`config.mk`:
```
export PLATFORM = sky130hd
export DESIGN_NAME = burst_colgen
export DESIGN_NICKNAME = d
export VERILOG_FILES = /design/src/rtl/colgen_pkg.sv /design/src/rtl/colgen_mode_decode.sv /design/src/rtl/colgen_burst_cfg.sv /design/src/rtl/colgen_beat_ctr.sv /design/src/rtl/colgen_col_mix.sv /design/src/rtl/burst_colgen.sv
export SDC_FILE = /design/constraint.sdc
export NUM_CORES = 1
export LEC_CHECK = 0
export ABC_AREA = 1
export ABC_CLOCK_PERIOD_IN_PS = 4600
export BUFFER_PORTS_ARGS = -buffer_cell sky130_fd_sc_hd__buf_4
export CAP_MARGIN = 15
export CORE_MARGIN = 1.5
export CORE_UTILIZATION = 47
export DETAILED_ROUTE_END_ITERATION = 6
export GPL_TIMING_DRIVEN = 0
export PLACE_DENSITY = 0.7
export SLEW_MARGIN = 5
export SYNTH_ARGS = -nofsm -noshare
export SYNTH_HDL_FRONTEND = slang
export SYNTH_HIERARCHICAL = 1
export SYNTH_SLANG_ARGS = --single-unit
```
`constraint.sdc`:
```
create_clock -name clk -period 4.6 [get_ports clk]
set_input_delay 0.69 -clock clk [delete_from_list [all_inputs] [get_ports clk]]
set_output_delay 0.69 -clock clk [all_outputs]
set_load 0.005 [all_outputs]
```
`src/rtl/colgen_pkg.sv`:
```
// Shared constants and types for the burst column generator.
// Assumes a 13-bit mode register image with fields at fixed bit positions.
package colgen_pkg;
    localparam int MODE_W = 13;

    // burst length codes (mode bits 2:0)
    localparam logic [2:0] LEN_ONE  = 3'b000;
    localparam logic [2:0] LEN_TWO  = 3'b001;
    localparam logic [2:0] LEN_FOUR = 3'b010;
    localparam logic [2:0] LEN_EGT  = 3'b011;
    localparam logic [2:0] LEN_PAGE = 3'b111;

    // CAS latency codes (mode bits 6:4)
    localparam logic [2:0] CAS_TWO   = 3'b010;
    localparam logic [2:0] CAS_THREE = 3'b011;

    typedef struct packed {
        logic [2:0] len_code;
        logic       xor_order;
        logic       wr_single;
        logic [1:0] cas;
        logic       bad;
    } mode_fields_t;
endpackage

```
`src/rtl/colgen_mode_decode.sv`:
```
// Decodes the mode register image into burst controls and flags
// every reserved combination. Purely combinational.
// Assumes the field positions given in colgen_pkg.
module colgen_mode_decode
    import colgen_pkg::*;
(
    input  logic [MODE_W-1:0] mode_word,
    output mode_fields_t      fields
);
    logic [2:0] len_f;
    logic [2:0] cas_f;
    logic [1:0] op_f;
    logic [2:0] hi_f;
    logic       len_bad;
    logic       cas_bad;

    assign len_f = mode_word[2:0];
    assign cas_f = mode_word[6:4];
    assign op_f  = mode_word[8:7];
    assign hi_f  = mode_word[12:10];

    // legal burst length codes; full page only in counting order
    always_comb begin
        unique case (len_f)
            LEN_ONE, LEN_TWO, LEN_FOUR, LEN_EGT: len_bad = 1'b0;
            LEN_PAGE:                            len_bad = mode_word[3];
            default:                             len_bad = 1'b1;
        endcase
    end

    // CAS latency number and its legality
    always_comb begin
        unique case (cas_f)
            CAS_TWO:   begin fields.cas = 2'd2; cas_bad = 1'b0; end
            CAS_THREE: begin fields.cas = 2'd3; cas_bad = 1'b0; end
            default:   begin fields.cas = 2'd0; cas_bad = 1'b1; end
        endcase
    end

    // remaining fields and the combined reserved flag
    always_comb begin
        fields.len_code  = len_f;
        fields.xor_order = mode_word[3];
        fields.wr_single = mode_word[9];
        fields.bad       = len_bad | cas_bad | (op_f != 2'b00) | (hi_f != 3'b000);
    end
endmodule

```
`src/rtl/colgen_burst_cfg.sv`:
```
// Captures the per-burst setup at an accepted start: base column,
// wrap mask, order, and full-page flag. The write-single mode folds
// into a one-beat mask here.
// Assumes launch is only raised for a legal mode.
module colgen_burst_cfg
    import colgen_pkg::*;
#(
    parameter int COL_W = 10
) (
    input  logic             clk,
    input  logic             rst_n,
    input  logic             launch,
    input  logic             is_write,
    input  logic [COL_W-1:0] start_col,
    input  mode_fields_t     fields,
    output logic [COL_W-1:0] base_q,
    output logic [COL_W-1:0] mask_q,
    output logic             xor_q,
    output logic             page_q
);
    logic [COL_W-1:0] mask_d;
    logic             page_d;
    logic             single;

    assign single = is_write & fields.wr_single;

    // wrap mask for the effective length of the new burst
    always_comb begin
        page_d = 1'b0;
        if (single) begin
            mask_d = '0;
        end else begin
            unique case (fields.len_code)
                LEN_TWO:  mask_d = COL_W'(1);
                LEN_FOUR: mask_d = COL_W'(3);
                LEN_EGT:  mask_d = COL_W'(7);
                LEN_PAGE: begin mask_d = '1; page_d = 1'b1; end
                default:  mask_d = '0;
            endcase
        end
    end

    // hold the setup for the whole burst
    always_ff @(posedge clk) begin
        if (!rst_n) begin
            base_q <= '0;
            mask_q <= '0;
            xor_q  <= 1'b0;
            page_q <= 1'b0;
        end else if (launch) begin
            base_q <= start_col;
            mask_q <= mask_d;
            xor_q  <= fields.xor_order;
            page_q <= page_d;
        end
    end
endmodule

```
`src/rtl/colgen_beat_ctr.sv`:
```
// Tracks whether a burst runs and which beat it is on; detects the
// final beat of fixed bursts. A launch always wins over stop and end.
// Assumes mask_q and page_q are updated on the same edge as launch.
module colgen_beat_ctr #(
    parameter int COL_W = 10
) (
    input  logic             clk,
    input  logic             rst_n,
    input  logic             launch,
    input  logic             stop,
    input  logic [COL_W-1:0] mask_q,
    input  logic             page_q,
    output logic             active_q,
    output logic [COL_W-1:0] beat_q,
    output logic             last
);
    // final beat: count reached length-1 and the burst is not full page
    assign last = active_q & ~page_q & (beat_q == mask_q);

    // run state and beat count
    always_ff @(posedge clk) begin
        if (!rst_n) begin
            active_q <= 1'b0;
            beat_q   <= '0;
        end else if (launch) begin
            active_q <= 1'b1;
            beat_q   <= '0;
        end else if (active_q && (stop || last)) begin
            active_q <= 1'b0;
        end else if (active_q) begin
            beat_q   <= beat_q + COL_W'(1);
        end
    end
endmodule

```
`src/rtl/colgen_col_mix.sv`:
```
// Forms the column of the current beat: bits outside the mask come
// from the base, bits inside are a wrapped sum or an XOR with the beat.
// Purely combinational; full page uses an all-ones mask.
module colgen_col_mix #(
    parameter int COL_W = 10
) (
    input  logic [COL_W-1:0] base_q,
    input  logic [COL_W-1:0] mask_q,
    input  logic             xor_q,
    input  logic [COL_W-1:0] beat_q,
    output logic [COL_W-1:0] col
);
    logic [COL_W-1:0] sum_v;
    logic [COL_W-1:0] xor_v;

    assign sum_v = base_q + beat_q;
    assign xor_v = base_q ^ beat_q;

    // per-bit select between kept base bits and the ordered low bits
    for (genvar i = 0; i < COL_W; i++) begin : g_bit
        assign col[i] = mask_q[i] ? (xor_q ? xor_v[i] : sum_v[i]) : base_q[i];
    end
endmodule

```
`src/rtl/burst_colgen.sv`:
```
// Top of the burst column generator. Decodes the mode image, accepts
// a start only for a legal mode, and streams one column per cycle.
// Assumes mode_word and is_write are steady while a burst runs.
module burst_colgen
    import colgen_pkg::*;
#(
    parameter int COL_W = 10
) (
    input  logic              clk,
    input  logic              rst_n,
    input  logic [12:0]       mode_word,
    input  logic              start,
    input  logic              is_write,
    input  logic [COL_W-1:0]  start_col,
    input  logic              stop,
    output logic [COL_W-1:0]  col_out,
    output logic              col_valid,
    output logic              last_beat,
    output logic              mode_bad,
    output logic [1:0]        cas_lat
);
    mode_fields_t     fields;
    logic             launch;
    logic [COL_W-1:0] base_q;
    logic [COL_W-1:0] mask_q;
    logic             xor_q;
    logic             page_q;
    logic             active_q;
    logic [COL_W-1:0] beat_q;
    logic             last;

    colgen_mode_decode u_dec (
        .mode_word (mode_word),
        .fields    (fields)
    );

    assign launch = start & ~fields.bad;

    colgen_burst_cfg #(.COL_W(COL_W)) u_cfg (
        .clk       (clk),
        .rst_n     (rst_n),
        .launch    (launch),
        .is_write  (is_write),
        .start_col (start_col),
        .fields    (fields),
        .base_q    (base_q),
        .mask_q    (mask_q),
        .xor_q     (xor_q),
        .page_q    (page_q)
    );

    colgen_beat_ctr #(.COL_W(COL_W)) u_ctr (
        .clk      (clk),
        .rst_n    (rst_n),
        .launch   (launch),
        .stop     (stop),
        .mask_q   (mask_q),
        .page_q   (page_q),
        .active_q (active_q),
        .beat_q   (beat_q),
        .last     (last)
    );

    colgen_col_mix #(.COL_W(COL_W)) u_mix (
        .base_q (base_q),
        .mask_q (mask_q),
        .xor_q  (xor_q),
        .beat_q (beat_q),
        .col    (col_out)
    );

    assign col_valid = active_q;
    assign last_beat = last;
    assign mode_bad  = fields.bad;
    assign cas_lat   = fields.cas;
endmodule

```
==> results.toml <==
[global_routing]
first_global_vias = 1986
grt_max_degree = 17
antenna_found_initial = 0
gr-usage-all-layers = 0.209
grt_overflow = 0
grt_pass1_wl_um = 8650

[worst_setup_path]
cp-end-kind = "output pin"
cp_max_fo = 5
critical_path_arrival_ns = 2.07
required_ns = 3.91
worstSetupStartpointType = "flop"
critical_path_class = "reg2out"

[clock_tree]
cts_root_buf = "clkbuf_8"
cts_tree = "yes"
numCtsBuffers = 3
insertion_delay_ns = 0.28
clk_pin_slew_worst_paths_ns = 0.10
clock_path_buffers = 2
cts.htree.levels = 1
ctsResizeCount = 0
cts.sinks = 27
holdBufCountCts = 0
cts_setup_buffers = 0

[synthesis]
synthMuxAreaShare = 0.00521
syn-cell-area_um2 = 2160
synth_simple_gate_area_frac = 0.384
synth_compound_area_frac = 0.106
ys_seq_area_frac = 0.250
avgSynthCellArea_um2 = 6.09
synthAdderAreaFrac = 0.0671
synth_cell_type_count = 27
yosys_warnings = 6
synth_cells = 355
synth_top_family_by_area = "simple AND/OR/NAND/NOR gates"
syn_nets = 394
synthXorXnorAreaFrac = 0.0405
synth_seq_cells = 27

[route]
routed_wl_um = 5000
via_per_inst = 4.93
via_count = 2230
drtIter0Drc = 115
route.detailed.drc = 0
dr.pass1.iters = 4
wl_per_cell_um = 11.1
final_antenna_net_count = 0

[floorplanning]
io_pins = 43
rows = 24
die_area_um2 = 5020
die_height_um = 70.8
initial_utilization = 0.493
die_x_um = 70.8
core_area_um2 = 4380

[final_layout]
n_fill_cell = 441
area_delta_synth_final_pct = 19.5
layout-drive-gt1-share = 0.198
layoutNonFillerInstCount = 452
antenna_cells = 0
final_nets = 440

[outcome]
outcome = "finished, final reports clean"

[timing]
hold_viol = 0
worst_slew_pin_slew_ns = 0.429
skew_ns = 0.00241
drv_slew = 0
period_needed_ns = 2.76
setup_tns_ns = 0
period_share = 0.601
rsz0062_at_grt = "false"
relSlewSlack = 0.714
fmax_ghz = 0.362
finalSetupViolCount = 0

[power_and_ir_drop]
leakage_nw = 1.31
power_density_nw_per_um2 = 159
ir_drop_mv = 0.124

[placement]
gp_congestion = 0.846
placedCellCount = 448
place_hpwl_um = 4050
port_buffers = 41

[job]
cap_violations = 0

[worst_hold_path]
min_path_type = "reg2reg"
==> metal layers <==
layer | up-vias | global-route usage | share of wire
met3 | 4 | 0.0271 | 0.041
met4 | 0 | 0.0461 | 0.010
met1 | 967 | 0.277 | 0.49
li1 | 1201 | - | -
met2 | 58 | 0.362 | 0.46
met5 | - | 0 | 0
==> area by class of cell <==
cell class | count | area (um2) | share of cell area
multi-input cells | 261 | 1300 | 0.504
flip-flops and latches | 27 | 541 | 0.209
repair buffers | 41 | 308 | 0.119
inverters | 49 | 186 | 0.0722
plain buffers | 18 | 133 | 0.0513
well taps | 52 | 65.1 | 0.0252
clock buffers | 3 | 41.3 | 0.0160
clock inverters | 1 | 7.51 | 0.00291
==> per-stage QoR <==
step                power [W]  utilization  area (um2)  worst slack (ns)  hold WS [ns]
floorplan            0.000253            -        2160              2.43         0.459
global placement     0.000274        0.578        2530              2.15         0.498
detailed placement   0.000275        0.578        2530              2.15         0.506
CTS                  0.000415        0.589        2580              1.82         0.520
global route         0.000428        0.589        2580              1.69         0.537
finish               0.000411        0.589        2580              1.84         0.516
==> state kept, by name, summed over array words and instances (netlist names) <==
name / cells
u_cfg/xor_q: 1
u_ctr/active_q: 1
u_cfg/page_q: 1
u_cfg/base_q: 10
u_cfg/mask_q: 4
u_ctr/beat_q: 10
==> critical path, cell delays in order (launching register included) <==
cell and delay, ns:
dfxtp_1 0.37, ha_1 0.24, fa_1 0.41, nand3_1 0.10, nand2_1 0.10, a21oi_1 0.18
o21ai_0 0.09, a31oi_1 0.17, buf_4 0.14
==> cells in the mapped netlist <==
cell	n	area, um2
a31oi_1	2	12.5
inv_1	44	165
inv_2	3	11.3
dfxtp_1	27	541
a21oi_4	1	16.3
mux2_2	1	11.3
nand3_1	27	135
buf_2	4	20.0
inv_4	1	6.26
a21oi_1	26	130
buf_4	12	90.1
nand3_2	3	30.0
clkinv_1	1	3.75
nor3_1	3	15.0
xor2_1	10	87.6
nand2_1	99	372
nor2_1	49	184
nand2_2	4	25.0
o21ai_1	7	35.0
ha_1	10	125
o21ai_0	7	35.0
or2_1	2	12.5
nand4_1	6	37.5
buf_6	2	22.5
nor2_2	2	12.5
fa_1	1	20.0
or2_2	1	6.26
==> kinds of logic (layout without fill, tap and decap cells) <==
kind of cell,after synthesis,count (layout)
XOR/XNOR,10,10
buffers and inverters,67,112
adder cells (fa/ha/maj),11,11
flip-flops,27,27
multiplexers,1,1
AO/OA/AOI/OAI,43,43
AND/OR/NAND/NOR,196,196
==> power by group <==
part / internal, W / switching [W]
Combinational: 0.0000213 / 0.0000138
Clock: 0.0000616 / 0.0000805
Sequential: 0.000234 / 0.000000347
Total: 0.000317 / 0.0000946
==> path summary, 6_finish.rpt <==
path / cells after the start / slack [ns] / from / endpoint
hold / removal: 2 / 0.52 / u_ctr/beat_q[8] / u_ctr/beat_q[8]
setup / recovery: 8 / 1.84 / u_ctr/beat_q[0] / col_out[6]
hold reg to reg: 2 / 0.52 / u_ctr/beat_q[8] / u_ctr/beat_q[8]
setup reg to reg: 12 / 2.77 / u_cfg/mask_q[8] / u_ctr/beat_q[4]
==> cell usage in the layout, fill, tap and decap left out, types with 2 or more instances in the layout <==
cell / n
nand3_2: 3
buf_2: 4
nand2_1: 99
buf_4: 53
a31oi_1: 2
clkbuf_8: 3
o21ai_1: 7
o21ai_0: 7
nor3_1: 3
inv_1: 44
nand3_1: 27
nand4_1: 6
inv_2: 3
nor2_1: 49
ha_1: 10
a21oi_1: 26
nand2_2: 4
buf_6: 2
dfxtp_1: 27
nor2_2: 2
or2_1: 2
xor2_1: 10
Power figures use the tool's default switching activity.
